## src/rtl/rdx_pkg.sv

```systemverilog
package rdx_pkg;
  typedef enum logic [2:0] {
    TERM_NORMAL = 3'd0,
    TERM_RETRY  = 3'd1,
    TERM_DISC   = 3'd2,
    TERM_LATEXP = 3'd3,
    TERM_NORESP = 3'd4,
    TERM_TGTABT = 3'd5,
    TERM_SYSERR = 3'd6,
    TERM_RSVD   = 3'd7
  } term_e;

  typedef enum logic [1:0] {
    ST_IDLE  = 2'd0,
    ST_ISSUE = 2'd1,
    ST_WAIT  = 2'd2
  } st_e;
endpackage

```

## src/rtl/rdx_fetch_track.sv

```systemverilog
module rdx_fetch_track #(
  parameter int unsigned AW     = 16,
  parameter int unsigned CW     = 5,
  parameter int unsigned WIN_HI = 255
) (
  input  logic          clk_i,
  input  logic          rst_ni,
  input  logic          load_i,
  input  logic [AW-1:0] addr_i,
  input  logic [CW-1:0] cnt_i,
  input  logic          issue_i,
  input  logic          beat_i,
  input  logic          burst_i,
  output logic [AW-1:0] addr_o,
  output logic [CW-1:0] left_o,
  output logic [CW-1:0] left_nxt_o,
  output logic          got_any_o,
  output logic          ovr_o
);
  localparam logic [AW:0] HI_EXT = (AW+1)'(WIN_HI);

  logic [AW-1:0] addr_q;
  logic [CW-1:0] left_q;
  logic          got_q;
  logic [AW:0]   addr_inc;

  assign left_nxt_o = (beat_i && left_q != '0) ? left_q - 1'b1 : left_q;
  assign addr_inc   = {1'b0, addr_q} + 1'b1;
  // beat that leaves words owed and steps past the window top
  assign ovr_o      = burst_i && beat_i && (left_nxt_o != '0) && (addr_inc > HI_EXT);

  always_ff @(posedge clk_i or negedge rst_ni) begin
    if (!rst_ni) begin
      addr_q <= '0;
      left_q <= '0;
      got_q  <= 1'b0;
    end else if (load_i) begin
      addr_q <= addr_i;
      left_q <= cnt_i;
      got_q  <= 1'b0;
    end else begin
      if (issue_i) got_q <= 1'b0;
      if (beat_i) begin
        addr_q <= addr_inc[AW-1:0];
        left_q <= left_nxt_o;
        got_q  <= 1'b1;
      end
    end
  end

  assign addr_o    = addr_q;
  assign left_o    = left_q;
  assign got_any_o = got_q;

  AST_BEAT_OWED: assert property (@(posedge clk_i) disable iff (!rst_ni)
    beat_i |-> left_q != '0);
endmodule

```

## src/rtl/rdx_retry_ctr.sv

```systemverilog
module rdx_retry_ctr #(
  parameter int unsigned RW = 4
) (
  input  logic          clk_i,
  input  logic          rst_ni,
  input  logic          clr_i,
  input  logic          inc_i,
  input  logic [RW-1:0] lim_i,
  output logic          hit_o
);
  logic [RW-1:0] cnt_q;

  always_ff @(posedge clk_i or negedge rst_ni) begin
    if (!rst_ni)                     cnt_q <= '0;
    else if (clr_i)                  cnt_q <= '0;
    else if (inc_i && cnt_q != '1)   cnt_q <= cnt_q + 1'b1;
  end

  assign hit_o = cnt_q >= lim_i;

  AST_NO_INC_AT_LIMIT: assert property (@(posedge clk_i) disable iff (!rst_ni)
    inc_i |-> !hit_o);
endmodule

```

## src/rtl/rd_term_xlate.sv

```systemverilog
module rd_term_xlate #(
  parameter int unsigned AW     = 16,
  parameter int unsigned LW     = 4,
  parameter int unsigned RW     = 4,
  parameter int unsigned WIN_HI = 255
) (
  input  logic          clk_i,
  input  logic          rst_ni,
  input  logic [RW-1:0] retry_lim_i,
  input  logic          req_valid_i,
  output logic          req_ready_o,
  input  logic [AW-1:0] req_addr_i,
  input  logic          req_burst_i,
  input  logic [LW-1:0] req_len_i,
  output logic          rem_start_o,
  output logic [AW-1:0] rem_addr_o,
  output logic [LW:0]   rem_cnt_o,
  output logic          rem_burst_o,
  output logic          rem_stop_o,
  input  logic          rem_beat_i,
  input  logic          rem_perr_i,
  input  logic          rem_end_i,
  input  logic [2:0]    rem_term_i,
  output logic          done_o,
  output logic          rd_err_o,
  output logic          discard_o,
  output logic          irq_serr_o,
  output logic          irq_perr_o,
  output logic          irq_tabort_o,
  output logic          irq_ovr_o
);
  import rdx_pkg::*;

  localparam int unsigned CW = LW + 1;

  st_e           st_q;
  logic          burst_q, perr_seen_q;
  logic          done_q, err_q, disc_q, stop_q;
  logic          irq_serr_q, irq_perr_q, irq_tab_q, irq_ovr_q;
  logic          load, issue, beat, perr_now;
  logic [CW-1:0] load_cnt, left, left_nxt;
  logic [AW-1:0] cur_addr;
  logic          got_any, ovr, hit, cmpl_class, no_data, retry_inc;
  term_e         term;

  assign load     = (st_q == ST_IDLE) && req_valid_i;
  assign issue    = (st_q == ST_ISSUE);
  assign beat     = (st_q == ST_WAIT) && rem_beat_i;
  assign load_cnt = req_burst_i ? CW'(req_len_i) + 1'b1 : CW'(1);
  assign term     = term_e'(rem_term_i);
  assign perr_now = perr_seen_q || (beat && rem_perr_i);

  rdx_fetch_track #(.AW(AW), .CW(CW), .WIN_HI(WIN_HI)) u_track (
    .clk_i      (clk_i),
    .rst_ni     (rst_ni),
    .load_i     (load),
    .addr_i     (req_addr_i),
    .cnt_i      (load_cnt),
    .issue_i    (issue),
    .beat_i     (beat),
    .burst_i    (burst_q),
    .addr_o     (cur_addr),
    .left_o     (left),
    .left_nxt_o (left_nxt),
    .got_any_o  (got_any),
    .ovr_o      (ovr)
  );

  always_comb begin
    cmpl_class = 1'b0;
    unique case (term)
      TERM_NORMAL, TERM_RETRY, TERM_DISC, TERM_LATEXP: cmpl_class = 1'b1;
      default: cmpl_class = 1'b0;
    endcase
  end

  assign no_data   = !got_any && !beat;
  assign retry_inc = (st_q == ST_WAIT) && rem_end_i && !ovr && cmpl_class &&
                     (left_nxt != '0) && no_data && !hit;

  rdx_retry_ctr #(.RW(RW)) u_retry (
    .clk_i  (clk_i),
    .rst_ni (rst_ni),
    .clr_i  (load),
    .inc_i  (retry_inc),
    .lim_i  (retry_lim_i),
    .hit_o  (hit)
  );

  always_ff @(posedge clk_i or negedge rst_ni) begin
    if (!rst_ni) begin
      st_q        <= ST_IDLE;
      burst_q     <= 1'b0;
      perr_seen_q <= 1'b0;
      done_q      <= 1'b0;
      err_q       <= 1'b0;
      disc_q      <= 1'b0;
      stop_q      <= 1'b0;
      irq_serr_q  <= 1'b0;
      irq_perr_q  <= 1'b0;
      irq_tab_q   <= 1'b0;
      irq_ovr_q   <= 1'b0;
    end else begin
      done_q     <= 1'b0;
      err_q      <= 1'b0;
      disc_q     <= 1'b0;
      stop_q     <= 1'b0;
      irq_serr_q <= 1'b0;
      irq_perr_q <= 1'b0;
      irq_tab_q  <= 1'b0;
      irq_ovr_q  <= 1'b0;
      unique case (st_q)
        ST_IDLE: if (req_valid_i) begin
          st_q        <= ST_ISSUE;
          burst_q     <= req_burst_i;
          perr_seen_q <= 1'b0;
        end
        ST_ISSUE: st_q <= ST_WAIT;
        default: begin
          if (beat && rem_perr_i && !perr_seen_q) begin
            perr_seen_q <= 1'b1;
            irq_perr_q  <= 1'b1;
          end
          if (ovr) begin
            st_q      <= ST_IDLE;
            done_q    <= 1'b1;
            err_q     <= 1'b1;
            stop_q    <= 1'b1;
            irq_ovr_q <= 1'b1;
          end else if (rem_end_i) begin
            if (cmpl_class) begin
              if (left_nxt == '0) begin
                st_q   <= ST_IDLE;
                done_q <= 1'b1;
                disc_q <= burst_q && perr_now;
              end else if (no_data && hit) begin
                // retry budget spent: end as no-response
                st_q   <= ST_IDLE;
                done_q <= 1'b1;
                err_q  <= 1'b1;
                disc_q <= 1'b1;
              end else begin
                st_q <= ST_ISSUE;
              end
            end else begin
              st_q   <= ST_IDLE;
              done_q <= 1'b1;
              err_q  <= 1'b1;
              unique case (term)
                TERM_TGTABT: begin
                  disc_q    <= burst_q;
                  irq_tab_q <= 1'b1;
                end
                TERM_SYSERR: begin
                  disc_q     <= 1'b1;
                  irq_serr_q <= 1'b1;
                end
                default: disc_q <= 1'b1;
              endcase
            end
          end
        end
      endcase
    end
  end

  assign req_ready_o  = (st_q == ST_IDLE);
  assign rem_start_o  = issue;
  assign rem_addr_o   = cur_addr;
  assign rem_cnt_o    = left;
  assign rem_burst_o  = burst_q;
  assign rem_stop_o   = stop_q;
  assign done_o       = done_q;
  assign rd_err_o     = err_q;
  assign discard_o    = disc_q;
  assign irq_serr_o   = irq_serr_q;
  assign irq_perr_o   = irq_perr_q;
  assign irq_tabort_o = irq_tab_q;
  assign irq_ovr_o    = irq_ovr_q;

  AST_START_PULSE: assert property (@(posedge clk_i) disable iff (!rst_ni)
    rem_start_o |=> !rem_start_o);
  AST_START_CNT_NZ: assert property (@(posedge clk_i) disable iff (!rst_ni)
    rem_start_o |-> rem_cnt_o != '0);
  AST_FLAGS_WITH_DONE: assert property (@(posedge clk_i) disable iff (!rst_ni)
    (rd_err_o || discard_o) |-> done_o);
  AST_SERR_RESP: assert property (@(posedge clk_i) disable iff (!rst_ni)
    irq_serr_o |-> (done_o && rd_err_o && discard_o));
  AST_PERR_ONCE: assert property (@(posedge clk_i) disable iff (!rst_ni)
    irq_perr_o |=> !irq_perr_o);
  AST_TAB_RESP: assert property (@(posedge clk_i) disable iff (!rst_ni)
    irq_tabort_o |-> (done_o && rd_err_o));
  AST_OVR_RESP: assert property (@(posedge clk_i) disable iff (!rst_ni)
    rem_stop_o |-> (irq_ovr_o && done_o && rd_err_o && !discard_o));
  AST_IRQ_PULSE: assert property (@(posedge clk_i) disable iff (!rst_ni)
    (irq_serr_o || irq_tabort_o || irq_ovr_o) |=> !(irq_serr_o || irq_tabort_o || irq_ovr_o));
endmodule

```

## config.mk

```make
export PLATFORM = sky130hd
export DESIGN_NAME = rd_term_xlate
export DESIGN_NICKNAME = d
export VERILOG_FILES = /design/src/rtl/rdx_pkg.sv /design/src/rtl/rdx_fetch_track.sv /design/src/rtl/rdx_retry_ctr.sv /design/src/rtl/rd_term_xlate.sv
export SDC_FILE = /design/constraint.sdc
export NUM_CORES = 1
export LEC_CHECK = 0
export CAP_MARGIN = 40
export CORE_ASPECT_RATIO = 1.4
export CORE_MARGIN = 10
export CORE_UTILIZATION = 45
export DETAILED_ROUTE_END_ITERATION = 16
export PLACE_DENSITY_LB_ADDON = 0.15
export SYNTH_ARGS = -nofsm -noshare
export SYNTH_HDL_FRONTEND = slang
export SYNTH_SLANG_ARGS = --single-unit
```

## constraint.sdc

```tcl
create_clock -name clk_i -period 4.55 [get_ports clk_i]
set_clock_uncertainty 0.15 [all_clocks]
set_input_delay 0.455 -clock clk_i [delete_from_list [all_inputs] [get_ports clk_i]]
set_output_delay 0.455 -clock clk_i [all_outputs]
set_load 0.01 [all_outputs]
```

==> impl_results.html <==
<table>
<tr><th>Metric</th><th>Value</th></tr>
<tr><th colspan="2">Status</th></tr>
<tr><td>Run status</td><td>finished, final reports clean</td></tr>
<tr><th colspan="2">Global routing</th></tr>
<tr><td>Total grt overflow</td><td>0</td></tr>
<tr><td>Initial antenna violation count</td><td>0</td></tr>
<tr><td>First-pass GRT wire length</td><td>10.8 mm</td></tr>
<tr><td>Maximum number of pins on one net before global-route repair</td><td>38</td></tr>
<tr><td>Via count of the first global-routing pass</td><td>2326</td></tr>
<tr><td>Global-route total usage across every layer</td><td>0.153</td></tr>
<tr><th colspan="2">Synth</th></tr>
<tr><td>Simple logic cell fraction of the synthesized area</td><td>0.247</td></tr>
<tr><td>Share of cell area taken by muxes after synthesis</td><td>0.0213</td></tr>
<tr><td>Flops &amp; latches, synth</td><td>37</td></tr>
<tr><td>Synthesized-area fraction occupied by ao, oa, aoi and oai cells</td><td>0.202</td></tr>
<tr><td>Most frequent cells after synthesis</td><td>sky130_fd_sc_hd__dfrtp_1, sky130_fd_sc_hd__nand2_1, sky130_fd_sc_hd__nor2_1</td></tr>
<tr><td>Post-synthesis cell type count</td><td>52</td></tr>
<tr><td>Dominant cell type by area after synthesis</td><td>sky130_fd_sc_hd__dfrtp_1</td></tr>
<tr><td>Post-synth design cell area</td><td>2350 um2</td></tr>
<tr><td>Number of enable flip-flop cells after synthesis</td><td>0</td></tr>
<tr><td>Top flip-flop cell by instance count after synthesis</td><td>sky130_fd_sc_hd__dfrtp_1</td></tr>
<tr><td>Avg Synthesized Cell Area</td><td>8.87 um2</td></tr>
<tr><td>Synth Instances</td><td>265</td></tr>
<tr><td>Adder and majority cell fraction of the synthesized area</td><td>0.0532</td></tr>
<tr><td>Share of synthesized flip-flops with an asynchronous set or reset</td><td>1.00</td></tr>
<tr><td>Most frequent cell after synthesis</td><td>sky130_fd_sc_hd__dfrtp_1</td></tr>
<tr><td>Proportion of synthesized chip area in sequential cells</td><td>0.394</td></tr>
<tr><td>Share of Yosys cell area claimed by the top area cell type</td><td>0.394</td></tr>
<tr><td>Xor and xnor area share after synthesis</td><td>0.0373</td></tr>
<tr><td>Nets in the synthesized netlist</td><td>309</td></tr>
<tr><td>Count of yosys warnings during synthesis</td><td>0</td></tr>
<tr><td>Area contributors post-synth</td><td>sky130_fd_sc_hd__dfrtp_1, sky130_fd_sc_hd__ha_1, sky130_fd_sc_hd__nand2_1</td></tr>
<tr><td>Combinational family with the most area after synthesis</td><td>simple AND/OR/NAND/NOR gates</td></tr>
<tr><th colspan="2">Cells and area</th></tr>
<tr><td>Final core area utilization</td><td>0.609</td></tr>
<tr><td>Post-route standard cell area excluding fillers</td><td>3120 um2</td></tr>
<tr><td>Fraction of final layout cells with drive strength greater than 1</td><td>0.0489</td></tr>
<tr><td>Number of diodes</td><td>0</td></tr>
<tr><td>Layout net count</td><td>370</td></tr>
<tr><td>Layout-stage area growth over the synthesis result</td><td>32.7%</td></tr>
<tr><td>Number of fillers in the final layout</td><td>491</td></tr>
<tr><th colspan="2">Clock network</th></tr>
<tr><td>CTS tree</td><td>yes</td></tr>
<tr><td>Number of hold buffers added after cts</td><td>0</td></tr>
<tr><td>Post-CTS Resized</td><td>0</td></tr>
<tr><td>Clock network latency to the later pin of the worst-skew pair</td><td>0.29 ns</td></tr>
<tr><td>Cell at the root of the clock tree</td><td>sky130_fd_sc_hd__clkbuf_8</td></tr>
<tr><td>Num Clock Sinks</td><td>37</td></tr>
<tr><td>Deepest level of the CTS H-tree</td><td>2</td></tr>
<tr><td>Maximum count of clock buffers along a single path</td><td>2</td></tr>
<tr><td>Post-CTS setup-driven buffer insertion count</td><td>0</td></tr>
<tr><td>Post-CTS clock slew at the launch and capture registers of the worst setup and hold paths</td><td>0.08 ns</td></tr>
<tr><td>TritonCTS buffer count</td><td>5</td></tr>
<tr><th colspan="2">Detailed routing</th></tr>
<tr><td>Count of nets left with antenna violations after detail routing</td><td>0</td></tr>
<tr><td>Vias per cell</td><td>5.81</td></tr>
<tr><td>Overall via count from detail_route</td><td>2285</td></tr>
<tr><td>DRC violations left</td><td>0</td></tr>
<tr><td>Drt initial violations</td><td>130</td></tr>
<tr><td>First drt pass iteration count</td><td>4</td></tr>
<tr><td>Drt total wl</td><td>6.53 mm</td></tr>
<tr><td>Routed wire length per instance</td><td>16.6 um</td></tr>
<tr><th colspan="2">Place</th></tr>
<tr><td>Total of buffers placed on input and output ports</td><td>65</td></tr>
<tr><td>Final RePlAce weighted congestion</td><td>0.864</td></tr>
<tr><td>Area after DPL</td><td>3040 um2</td></tr>
<tr><td>Detailed placer's ending HPWL</td><td>4.80 mm</td></tr>
<tr><th colspan="2">Pwr</th></tr>
<tr><td>Static leakage</td><td>1.32 nW</td></tr>
<tr><td>Max VDD drop</td><td>0.253 mV</td></tr>
<tr><td>Power density over the cells</td><td>561 nW/um2</td></tr>
<tr><td>Overall Power</td><td>0.00175 W</td></tr>
<tr><th colspan="2">Worst setup path</th></tr>
<tr><td>Startpoint-to-endpoint class of the critical path</td><td>flip-flop to flip-flop</td></tr>
<tr><td>Biggest fanout along the worst timing path</td><td>8</td></tr>
<tr><td>Cell with the largest stage delay on the worst path</td><td>sky130_fd_sc_hd__nor4_1</td></tr>
<tr><td>Cells traversed along the worst timing path</td><td>ha_1, nand4_1, nor4_1, xor2_1, a211oi_1, a31oi_2, nor4_1</td></tr>
<tr><td>Data arrival time of the critical path</td><td>2.98 ns</td></tr>
<tr><td>Worst path required time</td><td>4.59 ns</td></tr>
<tr><td>Worst path max stage delay</td><td>0.57 ns</td></tr>
<tr><td>Top cell by count, worst path</td><td>sky130_fd_sc_hd__nor4_1</td></tr>
<tr><td>Sort of element at the end of the critical path</td><td>flip-flop</td></tr>
<tr><td>Startpoint kind of the worst setup timing path</td><td>flip-flop</td></tr>
<tr><th colspan="2">Timing</th></tr>
<tr><td>Final number of setup-violating endpoints</td><td>0</td></tr>
<tr><td>Fraction of the cycle the final worst path needs</td><td>0.646</td></tr>
<tr><td>Transition time at the pin with the least slew margin</td><td>0.829 ns</td></tr>
<tr><td>Count of endpoints failing hold in the final timing report</td><td>0</td></tr>
<tr><td>Setup repair after global routing missed its margin</td><td>no</td></tr>
<tr><td>Final period demand of the worst path</td><td>2.94 ns</td></tr>
<tr><td>Peak clock frequency supported by timing</td><td>340 MHz</td></tr>
<tr><td>Slew HR</td><td>0.447</td></tr>
<tr><td>Total Neg Setup Slack</td><td>0 ns</td></tr>
<tr><td>Final count of pins violating max slew</td><td>0</td></tr>
<tr><th colspan="2">Floorplanning</th></tr>
<tr><td>Die width</td><td>81.1 um</td></tr>
<tr><td>Die extent in y</td><td>106 um</td></tr>
<tr><td>Die Outline Area</td><td>8560 um2</td></tr>
<tr><td>Core area</td><td>5120 um2</td></tr>
<tr><td>Number of top-level pins</td><td>66</td></tr>
<tr><td>Effective utilization at floorplan</td><td>0.459</td></tr>
<tr><td>Standard-cell row count</td><td>31</td></tr>
<tr><th colspan="2">Min path</th></tr>
<tr><td>Worst min path class</td><td>primary input to asynchronous set/reset pin</td></tr>
<tr><th colspan="2">Run</th></tr>
<tr><td>Max-capacitance violation count</td><td>0</td></tr>
</table>
## layout make-up
type	count	area (um2)	share of cell area
clock buffers	6	72.6	0.0233
clock inverters	2	10.0	0.00321
inverters	13	48.8	0.0156
multi-input cells	202	1320	0.423
flip-flops and latches	37	926	0.297
well taps	66	82.6	0.0265
repair buffers	67	661	0.212
## cells in the final DEF (no fill, tap or decap), drive strengths merged, types with 4 or more instances in the layout
cell           instances
xor2                   7
ha                    10
nand2                 30
mux2i                  5
and3                   4
nand4                  6
nor2b                  4
dfrtp                 37
nand3                  9
a221o                  9
nor4                  11
o21ai                 20
inv                   13
a21oi                  9
clkbuf                 6
clkdlybuf4s50         64
nor3                  10
a31oi                  7
nor2                  20
nor3b                  4
## metal layers
layer | GRT usage | share of wire | vias to the layer above
li1 | - | - | 1110
met5 | 0 | 0 | -
met2 | 0.257 | 0.50 | 67
met4 | 0.0558 | 0.018 | 0
met3 | 0.0442 | 0.069 | 13
met1 | 0.178 | 0.42 | 1095
## cell families after synthesis
group           count (synthesis)
simple gates                  110
compound gates                 67
flops                          37
buf+inv                        26
xor+xnor                       10
fa+ha+maj                      10
mux                             5
## per-stage QoR
stage / setup slack [ns] / hold slack [ns] / cells
5_1_grt: 1.24 / 0.186 / 393
4_1_cts: 1.65 / 0.140 / 393
3_3_place_gp: 1.49 / 0.305 / 385
2_1_floorplan: 2.07 / 0.00941 / 265
3_5_place_dp: 1.38 / 0.322 / 385
6_report: 1.61 / 0.109 / 393
## worst max-delay path: cells and delay by family, from the launching register on
family                     cells  cell delay (ns)
DFF                            1             0.50
AOI/OAI and AO/OA              2             0.48
xor gates and xnor gates       1             0.16
and+or+nand+nor                3             1.22
adders and majority gates      1             0.35
## registers in the layout, summed over array words and instances, names as in the netlist, 2 cells and up
name and count:
u_track.left_o 5, u_track.addr_o 16, u_retry.cnt_q 4, st_q 2
## where the power goes
group / internal [W] / switching, W
logic: 0.000439 / 0.000436
registers: 0.000451 / 0.000197
clock network: 0.000106 / 0.000121
## final timing paths
| kind | from | end | slack, ns | cells after the start |
|---|---|---|---|---|
| worst max-delay path | u_track.addr_o[1]$_DFFE_PN0P_ | discard_o$_DFF_PN0_ | 1.61 | 7 |
| worst min-delay path | rst_ni | u_retry.cnt_q[3]$_DFFE_PN0P_ | 0.11 | 1 |
| worst max register to register | u_track.addr_o[1]$_DFFE_PN0P_ | discard_o$_DFF_PN0_ | 1.61 | 7 |
| worst min register to register | perr_seen_q$_DFFE_PN0P_ | irq_perr_o$_DFF_PN0_ | 0.32 | 1 |
| max in group asynchronous | rst_ni | u_track.addr_o[6]$_DFFE_PN0P_ | 3.61 | 1 |
| min in group clk_i | perr_seen_q$_DFFE_PN0P_ | irq_perr_o$_DFF_PN0_ | 0.32 | 1 |
Power figures use the tool's default switching activity.
